File: src/rtl/cfgdec_pkg.sv
package cfgdec_pkg;
  localparam int WORD_W  = 16;
  localparam int ADDR_W  = 6;
  localparam int CNT_W   = 5;
  localparam int CLS_W   = 3;
  localparam int OP_W    = 2;
  localparam int CRC_W   = 32;
  localparam int FEED_W  = ADDR_W + WORD_W;

  localparam logic [CRC_W-1:0] CRC_POLY = 32'h1EDC6F41;

  typedef struct packed {
    logic [CLS_W-1:0]  cls;
    logic [OP_W-1:0]   op;
    logic [ADDR_W-1:0] addr;
    logic [CNT_W-1:0]  cnt;
  } hdr_t;

  typedef enum logic {PS_HEADER, PS_PAYLOAD} pstate_t;

  // One MSB-first step per bit: shift, then fold in the polynomial when
  // the outgoing bit and the incoming bit differ.
  function automatic logic [CRC_W-1:0] crc_feed(
    input logic [CRC_W-1:0]  crc_in,
    input logic [FEED_W-1:0] bits
  );
    logic [CRC_W-1:0] c;
    logic fb;
    c = crc_in;
    for (int i = FEED_W - 1; i >= 0; i--) begin
      fb = c[CRC_W-1] ^ bits[i];
      c  = {c[CRC_W-2:0], 1'b0} ^ ({CRC_W{fb}} & CRC_POLY);
    end
    return c;
  endfunction
endpackage

File: src/rtl/cfgdec_sync_hunt.sv
module cfgdec_sync_hunt
  import cfgdec_pkg::*;
#(
  parameter logic [WORD_W-1:0] SYNC_HI = 16'hAA99,
  parameter logic [WORD_W-1:0] SYNC_LO = 16'h5566
) (
  input  logic              clk,
  input  logic              rst_n,
  input  logic              in_valid,
  input  logic [WORD_W-1:0] in_word,
  output logic              locked,
  output logic              sync_hit
);
  logic seen_hi;

  assign sync_hit = in_valid && !locked && seen_hi && (in_word == SYNC_LO);

  always_ff @(posedge clk) begin
    if (!rst_n) begin
      locked  <= 1'b0;
      seen_hi <= 1'b0;
    end else begin
      if (sync_hit) locked <= 1'b1;
      if (in_valid && !locked) seen_hi <= (in_word == SYNC_HI);
    end
  end
endmodule

File: src/rtl/cfgdec_pkt_parse.sv
module cfgdec_pkt_parse
  import cfgdec_pkg::*;
#(
  parameter logic [CLS_W-1:0]  CLS_T1    = 3'b001,
  parameter logic [OP_W-1:0]   OP_WRITE  = 2'b10,
  parameter logic [ADDR_W-1:0] CRC_ADDR  = 6'h00,
  parameter logic [ADDR_W-1:0] TERM_ADDR = 6'h05,
  parameter logic [WORD_W-1:0] TERM_VAL  = 16'h0005
) (
  input  logic              clk,
  input  logic              rst_n,
  input  logic              word_ok,
  input  logic [WORD_W-1:0] in_word,
  output logic              ev_wr,
  output logic [ADDR_W-1:0] ev_addr,
  output logic              ev_acc,
  output logic              ev_crc_hi,
  output logic              ev_crc_chk,
  output logic              ev_term
);
  pstate_t           st;
  logic [CNT_W-1:0]  remain;
  logic [ADDR_W-1:0] cur_addr;
  logic              pair;
  hdr_t              hdr;
  logic              hdr_write;
  logic              to_crc;

  assign hdr       = hdr_t'(in_word);
  assign hdr_write = word_ok && (st == PS_HEADER) && (hdr.cls == CLS_T1)
                     && (hdr.op == OP_WRITE) && (hdr.cnt != '0);

  always_comb begin
    ev_wr      = word_ok && (st == PS_PAYLOAD);
    ev_addr    = cur_addr;
    to_crc     = (cur_addr == CRC_ADDR);
    ev_acc     = ev_wr && !to_crc;
    ev_crc_hi  = ev_wr && to_crc && !pair;
    ev_crc_chk = ev_wr && to_crc && pair;
    ev_term    = ev_wr && (cur_addr == TERM_ADDR) && (in_word == TERM_VAL);
  end

  always_ff @(posedge clk) begin
    if (!rst_n) begin
      st       <= PS_HEADER;
      remain   <= '0;
      cur_addr <= '0;
      pair     <= 1'b0;
    end else if (hdr_write) begin
      st       <= PS_PAYLOAD;
      remain   <= hdr.cnt;
      cur_addr <= hdr.addr;
      pair     <= 1'b0;
    end else if (ev_wr) begin
      remain <= remain - 1'b1;
      if (remain == CNT_W'(1)) st <= PS_HEADER;
      if (to_crc) pair <= !pair;
    end
  end
endmodule

File: src/rtl/cfgdec_crc_acc.sv
module cfgdec_crc_acc
  import cfgdec_pkg::*;
(
  input  logic              clk,
  input  logic              rst_n,
  input  logic              clear,
  input  logic              acc,
  input  logic              hi_ld,
  input  logic              chk,
  input  logic [ADDR_W-1:0] addr,
  input  logic [WORD_W-1:0] data,
  output logic              mismatch
);
  logic [CRC_W-1:0]  crc_q;
  logic [WORD_W-1:0] hi_q;

  assign mismatch = chk && ({hi_q, data} != crc_q);

  always_ff @(posedge clk) begin
    if (!rst_n) begin
      crc_q <= '0;
      hi_q  <= '0;
    end else begin
      if (clear || chk) crc_q <= '0;
      else if (acc)     crc_q <= crc_feed(crc_q, {addr, data});
      if (hi_ld) hi_q <= data;
    end
  end
endmodule

File: src/rtl/cfgdec_top.sv
module cfgdec_top
  import cfgdec_pkg::*;
(
  input  logic        clk,
  input  logic        rst_n,
  input  logic        in_valid,
  input  logic [15:0] in_word,
  output logic        sync_found,
  output logic        reg_wr,
  output logic [5:0]  reg_addr,
  output logic [15:0] reg_data,
  output logic        crc_err,
  output logic        done
);
  logic              locked;
  logic              sync_hit;
  logic              ev_wr, ev_acc, ev_crc_hi, ev_crc_chk, ev_term;
  logic [ADDR_W-1:0] ev_addr;
  logic              crc_mismatch;
  logic              err_seen;

  cfgdec_sync_hunt u_hunt (
    .clk(clk), .rst_n(rst_n), .in_valid(in_valid), .in_word(in_word),
    .locked(locked), .sync_hit(sync_hit)
  );

  cfgdec_pkt_parse u_parse (
    .clk(clk), .rst_n(rst_n), .word_ok(in_valid && locked), .in_word(in_word),
    .ev_wr(ev_wr), .ev_addr(ev_addr), .ev_acc(ev_acc),
    .ev_crc_hi(ev_crc_hi), .ev_crc_chk(ev_crc_chk), .ev_term(ev_term)
  );

  cfgdec_crc_acc u_crc (
    .clk(clk), .rst_n(rst_n), .clear(sync_hit), .acc(ev_acc),
    .hi_ld(ev_crc_hi), .chk(ev_crc_chk), .addr(ev_addr), .data(in_word),
    .mismatch(crc_mismatch)
  );

  always_ff @(posedge clk) begin
    if (!rst_n) begin
      sync_found <= 1'b0;
      reg_wr     <= 1'b0;
      reg_addr   <= '0;
      reg_data   <= '0;
      crc_err    <= 1'b0;
      done       <= 1'b0;
      err_seen   <= 1'b0;
    end else begin
      sync_found <= locked || sync_hit;
      reg_wr     <= ev_wr;
      if (ev_wr) begin
        reg_addr <= ev_addr;
        reg_data <= in_word;
      end
      crc_err  <= crc_mismatch;
      done     <= ev_term && !err_seen;
      if (crc_mismatch) err_seen <= 1'b1;
    end
  end
endmodule

File: config.mk
export PLATFORM = sky130hd
export DESIGN_NAME = cfgdec_top
export DESIGN_NICKNAME = d
export VERILOG_FILES = /design/src/rtl/cfgdec_pkg.sv /design/src/rtl/cfgdec_sync_hunt.sv /design/src/rtl/cfgdec_pkt_parse.sv /design/src/rtl/cfgdec_crc_acc.sv /design/src/rtl/cfgdec_top.sv
export SDC_FILE = /design/constraint.sdc
export NUM_CORES = 1
export LEC_CHECK = 0
export BUFFER_PORTS_ARGS = -buffer_cell sky130_fd_sc_hd__buf_2
export CELL_PAD_IN_SITES_DETAIL_PLACEMENT = 0
export CELL_PAD_IN_SITES_GLOBAL_PLACEMENT = 2
export CORE_UTILIZATION = 35
export DETAILED_ROUTE_END_ITERATION = 8
export HOLD_SLACK_MARGIN = 0.06
export PLACE_DENSITY_LB_ADDON = 0.1
export RECOVER_POWER = 50
export SYNTH_ARGS = -nofsm -noshare
export SYNTH_HDL_FRONTEND = slang
export SYNTH_HIERARCHICAL = 1
export SYNTH_SLANG_ARGS = --single-unit
File: constraint.sdc
create_clock -name clk -period 14 [get_ports clk]
set_clock_uncertainty 0.15 [all_clocks]
set_input_delay 4.2 -clock clk [delete_from_list [all_inputs] [get_ports clk]]
set_output_delay 4.2 -clock clk [all_outputs]
set_load 0.01 [all_outputs]
Word level (Yosys, flattened, before mapping)
Cells that the tools add are included.

Bits of input ports: 19. Logic and storage cells: 106. Output and inout port bits: 26. Bits in registers: 90.

Muxes and demuxes: 5. Equality and inequality tests: 8. Reduce and logical (&&, ||, !) cells: 31. Bitwise logic cells: 46. $add $sub $neg: 1.

Operator list (count): XOR 32 x 29 -> 32 bit (22); inequality test 32 bit (1); XOR 1 bit (22); logical AND 1 bit (17); == test 16 x 15 -> 1 bit (second input constant) (1); == test 16 bit (second input constant) (1); == test 16 x 3 -> 1 bit (second input constant) (1); two-way mux 5 bit (2); == test 6 x 3 -> 1 bit (second input constant) (1); zero test 6 bit (1); == test 5 x 1 -> 1 bit (second input constant) (1); nonzero test 5 bit (1); subtractor 5 x 1 -> 5 bit (second input constant) (1); zero test 1 bit (4); AND reduction 2 bit (2); nonzero test 2 bit (2); OR reduction 2 bit (2); == test 3 x 1 -> 1 bit (second input constant) (1); two-way mux 1 bit (3); == test 2 bit (second input constant) (1); logical OR 1 bit (2); NOT 1 bit (2).

Depth between registers and ports, before layout
Depth after elaboration: 44. Depth in mapped cells: 11. Depth with buffers taken out: 10.

Cells and area by module
The synthesis kept the hierarchy.

By module, submodules not included: cfgdec_crc_acc (cells each 436, sequential area each 960.9 µm², instances 1, area an instance 4775.8 µm²); cfgdec_top (cells each 83, sequential area each 540.5 µm², instances 1, area an instance 999.7 µm²); cfgdec_pkt_parse (cells each 100, sequential area each 260.2 µm², instances 1, area an instance 817.0 µm²); cfgdec_sync_hunt (cells each 20, sequential area each 40.0 µm², instances 1, area an instance 182.7 µm²).

Least setup slack after synthesis
OpenSTA, ideal clock, no wires.

Kind: input-to-reg. From: in in_word[15]. To: reg u_crc.crc_q[22]. Arrival: 7.502 ns. Buffers on the path: 0. Data required time: 13.723 ns. Library setup time: 0.127 ns. Setup slack: 6.221 ns. Stages on the path: 10. Cells stage by stage: xor2_2 > xnor3_2 > xnor3_2 > xnor3_1 > xnor3_2 > xnor2_4 > xnor2_2 > xnor2_1 > nor3b_1 > or3_1.

Longest elaborated chain between the ends: 20. Elaborated cells between the ends (all ways): 32. Classes of those cells: 1 x eq/ne; 28 x bitwise; 3 x reduce/logical.

Ends and longest elaborated chain: start, declared (RTL line cfgdec_top.sv:7) `input logic [15:0] in_word,`; XOR 1 bit (RTL line cfgdec_pkg.sv:31) `fb = c[CRC_W-1] ^ bits[i];`; XOR 32 x 29 -> 32 bit (4 in series) (RTL line cfgdec_pkg.sv:32) `c = {c[CRC_W-2:0], 1'b0} ^ ({CRC_W{fb}} & CRC_POLY);`; XOR 1 bit or XOR 32 x 29 -> 32 bit (tied branches) (RTL line cfgdec_pkg.sv:31, cfgdec_pkg.sv:32); XOR 32 x 29 -> 32 bit or XOR 1 bit (tied branches) (3 in series) (RTL line cfgdec_pkg.sv:32, cfgdec_pkg.sv:31); XOR 32 x 29 -> 32 bit (RTL line cfgdec_pkg.sv:32); XOR 1 bit or XOR 32 x 29 -> 32 bit (tied branches) (RTL line cfgdec_pkg.sv:31, cfgdec_pkg.sv:32); XOR 32 x 29 -> 32 bit or XOR 1 bit (tied branches) (3 in series) (RTL line cfgdec_pkg.sv:32, cfgdec_pkg.sv:31); XOR 32 x 29 -> 32 bit (RTL line cfgdec_pkg.sv:32); XOR 1 bit or XOR 32 x 29 -> 32 bit (tied branches) (RTL line cfgdec_pkg.sv:31, cfgdec_pkg.sv:32); XOR 32 x 29 -> 32 bit or XOR 1 bit (tied branches) (RTL line cfgdec_pkg.sv:32, cfgdec_pkg.sv:31); XOR 32 x 29 -> 32 bit (RTL line cfgdec_pkg.sv:32); XOR 32 x 29 -> 32 bit or XOR 1 bit (tied branches) (RTL line cfgdec_pkg.sv:32, cfgdec_pkg.sv:31); XOR 32 x 29 -> 32 bit (RTL line cfgdec_pkg.sv:32); end signal, assigned (RTL line cfgdec_crc_acc.sv:25) `else if (acc) crc_q <= crc_feed(crc_q, {addr, data});`; end, declared (RTL line cfgdec_crc_acc.sv:14) `logic [CRC_W-1:0] crc_q;`.

Several ways; a longest one is shown, not always the timed one. A chain may end at the register's enable or synchronous reset.

Worst setup path in the final report
From: in in_word[13]. To: reg u_crc.crc_q[26].

Longest elaborated chain between the ends: 18. Elaborated cells between the ends (all ways): 28. Classes of those cells: 1 x eq/ne; 24 x bitwise; 3 x reduce/logical.

Ends and longest elaborated chain (RTL line): XOR 1 bit (cfgdec_pkg.sv:31); XOR 32 x 29 -> 32 bit (4 in series) (cfgdec_pkg.sv:32); XOR 1 bit or XOR 32 x 29 -> 32 bit (tied branches) (cfgdec_pkg.sv:31, cfgdec_pkg.sv:32); XOR 32 x 29 -> 32 bit or XOR 1 bit (tied branches) (cfgdec_pkg.sv:32, cfgdec_pkg.sv:31); XOR 32 x 29 -> 32 bit (3 in series) (cfgdec_pkg.sv:32); XOR 1 bit or XOR 32 x 29 -> 32 bit (tied branches) (cfgdec_pkg.sv:31, cfgdec_pkg.sv:32); XOR 32 x 29 -> 32 bit or XOR 1 bit (tied branches) (cfgdec_pkg.sv:32, cfgdec_pkg.sv:31); XOR 32 x 29 -> 32 bit (3 in series) (cfgdec_pkg.sv:32); XOR 1 bit or XOR 32 x 29 -> 32 bit (tied branches) (cfgdec_pkg.sv:31, cfgdec_pkg.sv:32); XOR 32 x 29 -> 32 bit or XOR 1 bit (tied branches) (cfgdec_pkg.sv:32, cfgdec_pkg.sv:31); XOR 32 x 29 -> 32 bit (cfgdec_pkg.sv:32).

Several ways; a longest one is shown, not always the timed one.

==> results.py <==
metrics = {
    "status": {
        "run_status": "complete, but fails checks",
        "violations": "max-capacitance violations, max-slew violations",
    },
    "finish": {
        "drive_gt1_share_pct": 9.853,
        "nNetsFinal": 696,
        "nFillCells": 1871,
        "multi_input_area_um2": 4825,
        "synthToLayoutAreaGrowth_pct": 10.32,
        "seq_area_um2": 1802,
        "n_antenna_cell": 0,
    },
    "power_and_ir_drop": {
        "finalPower_mw": 1.410,
        "powerDensity_nw_per_um2": 188.6,
        "power_leakage_nw": 2.549,
        "vdd_drop_max_uv": 225.8,
    },
    "global_routing": {
        "grt-ovfl-total": 0,
        "grt_pass1_wl_um": 31110,
        "grt_max_degree": 62,
        "grt_pass1_vias": 4799,
        "antenna_found_initial": 0,
        "grt_usage_pct": 21.63,
    },
    "timing": {
        "slew_viol_final": 62,
        "setup_tns_ns": 0,
        "setup_viol": 0,
        "final_critical_path_setup_slack_ns": 5.882,
        "hold_violations": 0,
        "fin_crit_sh_pct": 57.99,
        "holdWs_ns": 0.2782,
        "rsz0062_at_grt": "false",
        "layout_min_cycle_time_ns": 8.118,
        "slew-limit-headroom_pct": -54.47,
        "fmax_ghz": 0.1232,
        "worst_slew_pin_slew_ns": 2.317,
    },
    "synth": {
        "syn_area_per_cell_um2": 10.60,
        "ys_seq_elements": 90,
        "syn_nets": 660,
        "ys_top_cells_by_area": "dfxtp_1 (27%), xnor2_1 (22%), xnor3_1 (9.3%), mux2i_1 (6.5%), xor2_1 (4.3%)",
        "synth_common_cells": "xnor2_1 (174), dfxtp_1 (90), mux2i_1 (44), nor2b_1 (40), xor2_1 (33)",
        "synth_seq_area_share_pct": 26.59,
        "yosysTopAreaCell": "dfxtp_1",
        "synthFlopType": "dfxtp_1",
        "yosysMostFrequentCell": "xnor2_1",
        "synth-edff-count": 0,
        "yosys_warnings": 6,
        "synth.top_cell.area_share_pct": 26.59,
        "synth-async-reset-ratio_pct": 0,
        "synthCells": 639,
        "synthDistinctLibCells": 57,
        "netlist_area_um2": 6775,
    },
    "critical_path": {
        "worstPathMaxFanout": 10,
        "worstPathCellList": "buf_2, xor2_1, xor2_1, xnor3_1, xor2_1, xnor2_2, xnor3_1, xnor3_1, xor2_1, mux2i_1, nor2_1",
        "cpMostUsedCell": "xor2_1",
        "crit_family": "XOR/XNOR gates",
        "crit_start": "in_word[13]",
        "r2r_setup_slack_ns": 9.40,
        "r2r-end": "u_crc/crc_q[22]",
        "r2r_start": "u_parse/ev_addr[2]",
        "crit_path_start_kind": "primary input",
        "reg2reg_depth": 10,
        "cp-end-kind": "flop",
        "setup.worst_path.end": "u_crc/crc_q[26]",
        "cp_data_required_time_ns": 14.08,
        "cp.depth": 11,
        "critPathArrivalTime_ns": 8.20,
        "max_stage_delay_ns": 0.75,
        "crit_buf_inv": 1,
        "critPathKind": "in -> reg",
        "cp_slowest_cell": "xnor3_1",
    },
    "clocking": {
        "numCtsBuffers": 9,
        "cts_hold_buf": 0,
        "htree_num_levels": 3,
        "cts.clk_slew.worst_paths_ns": 0.07,
        "ctsLongestPathBuffers": 2,
        "post_cts_buffers": 0,
        "worstSkewPairLatency_ns": 0.36,
        "cts_root_buf": "clkbuf_16",
        "cts_resized": 0,
        "cts_num_sinks": 90,
        "cts_tree": "yes",
    },
    "run": {
        "drv_cap": 1,
    },
    "placement": {
        "place_ws_ns": 5.547,
        "routabilityCongestion": 0.9070,
        "io_buffers": 44,
        "hpwl_um": 15690,
    },
    "routing": {
        "drt_iter0_drc": 194,
        "vias": 4658,
        "drc_errors": 0,
        "first_pass_iters": 4,
        "wire_per_inst_um": 21.98,
        "wl_um": 20660,
        "antenna_left": 0,
        "routed_via_density": 4.955,
    },
    "floorplan": {
        "die_area_um2": 19920,
        "die_h_um": 141.1,
        "initial_core_util_pct": 35.98,
        "ioPinCount": 45,
        "design.core.area_um2": 18830,
        "die_x_um": 141.1,
        "fp-row-count": 50,
    },
    "hold_path": {
        "hold_path_class": "reg -> reg",
    },
}
-- per-layer routing --
metal  wire, um  vias up  global-route usage, %
met2      10180      103                  37.31
li1           -     2255                      -
met4        507        0                  7.723
met3        821       23                  2.819
met1       9157     2277                  27.58
met5          0        -                      0
-- cells in the final DEF, fill, tap and decap left out, drive strengths merged, types with 9 or more instances in the layout --
cell type | synthesis | final
dfxtp | 90 | 90
xor2 | 36 | 36
nor2 | 30 | 30
nor2b | 40 | 40
xnor2 | 189 | 189
inv | 8 | 12
a211oi | 25 | 25
mux2i | 44 | 44
xnor3 | 32 | 32
nand2 | 9 | 9
nand4 | 11 | 11
clkbuf | 16 | 37
buf | 6 | 20
o21ai | 11 | 11
-- registers in the layout (all words and copies together) (netlist names), 5 cells and up --
| name | count |
|---|---|
| reg_addr | 6 |
| reg_data | 16 |
| u_crc/crc_q | 32 |
| u_crc/hi_q | 16 |
| u_parse/remain | 5 |
| u_parse/ev_addr | 6 |
-- metrics by stage --
stage	instances	instance area [um2]	utilization (%)
after floorplan	639	6775	-
after global placement	924	7224	38.37
after detailed placement	924	7224	38.37
after CTS	940	7508	39.87
after global routing	940	7475	39.69
final	940	7475	39.69
-- logic make-up after synthesis --
logic type	synth area share [%]
XOR/XNOR	44.56
AND/OR/NAND/NOR	12.98
buffers and inverters	2.327
flip-flops	26.59
adder cells (fa/ha/maj)	0.3693
multiplexers	6.500
AO/OA/AOI/OAI	6.667
-- layout make-up --
type | count | area share, %
Clock inverter | 6 | 0.7365
Inverter | 8 | 0.4017
Tap cell | 260 | 4.352
Clock buffer | 10 | 3.063
Multi-Input combinational cell | 519 | 64.55
Timing Repair Buffer | 47 | 2.795
Sequential cell | 90 | 24.10
-- worst reg2reg max path, stage by stage (launching register included) --
cell	delay, ns
dfxtp_1	0.54
xor2_2	0.47
xnor3_1	0.59
xor3_1	0.46
xor3_2	0.52
xor2_2	0.44
xnor2_4	0.24
xnor2_2	0.36
xnor2_2	0.18
nor3b_1	0.17
or3_1	0.37
-- how the worst min path moves through the flow --
stage	start	end	depth (start not counted)
2_1_floorplan	err_seen	done	1
3_3_place_gp	err_seen	done	1
3_5_place_dp	err_seen	done	1
4_1_cts	err_seen	done	1
5_1_grt	err_seen	done	1
6_report	err_seen	done	1
-- report_power, final --
group | switching (mW) | internal (mW) | leakage (nW) | total (mW)
clock network | 0.120 | 0.125 | 0.134 | 0.245
registers | 0.000131 | 0.256 | 0.725 | 0.256
logic | 0.479 | 0.430 | 1.69 | 0.909
total | 0.599 | 0.811 | 2.55 | 1.41
Note: power is estimated with default switching activity, not from simulation.
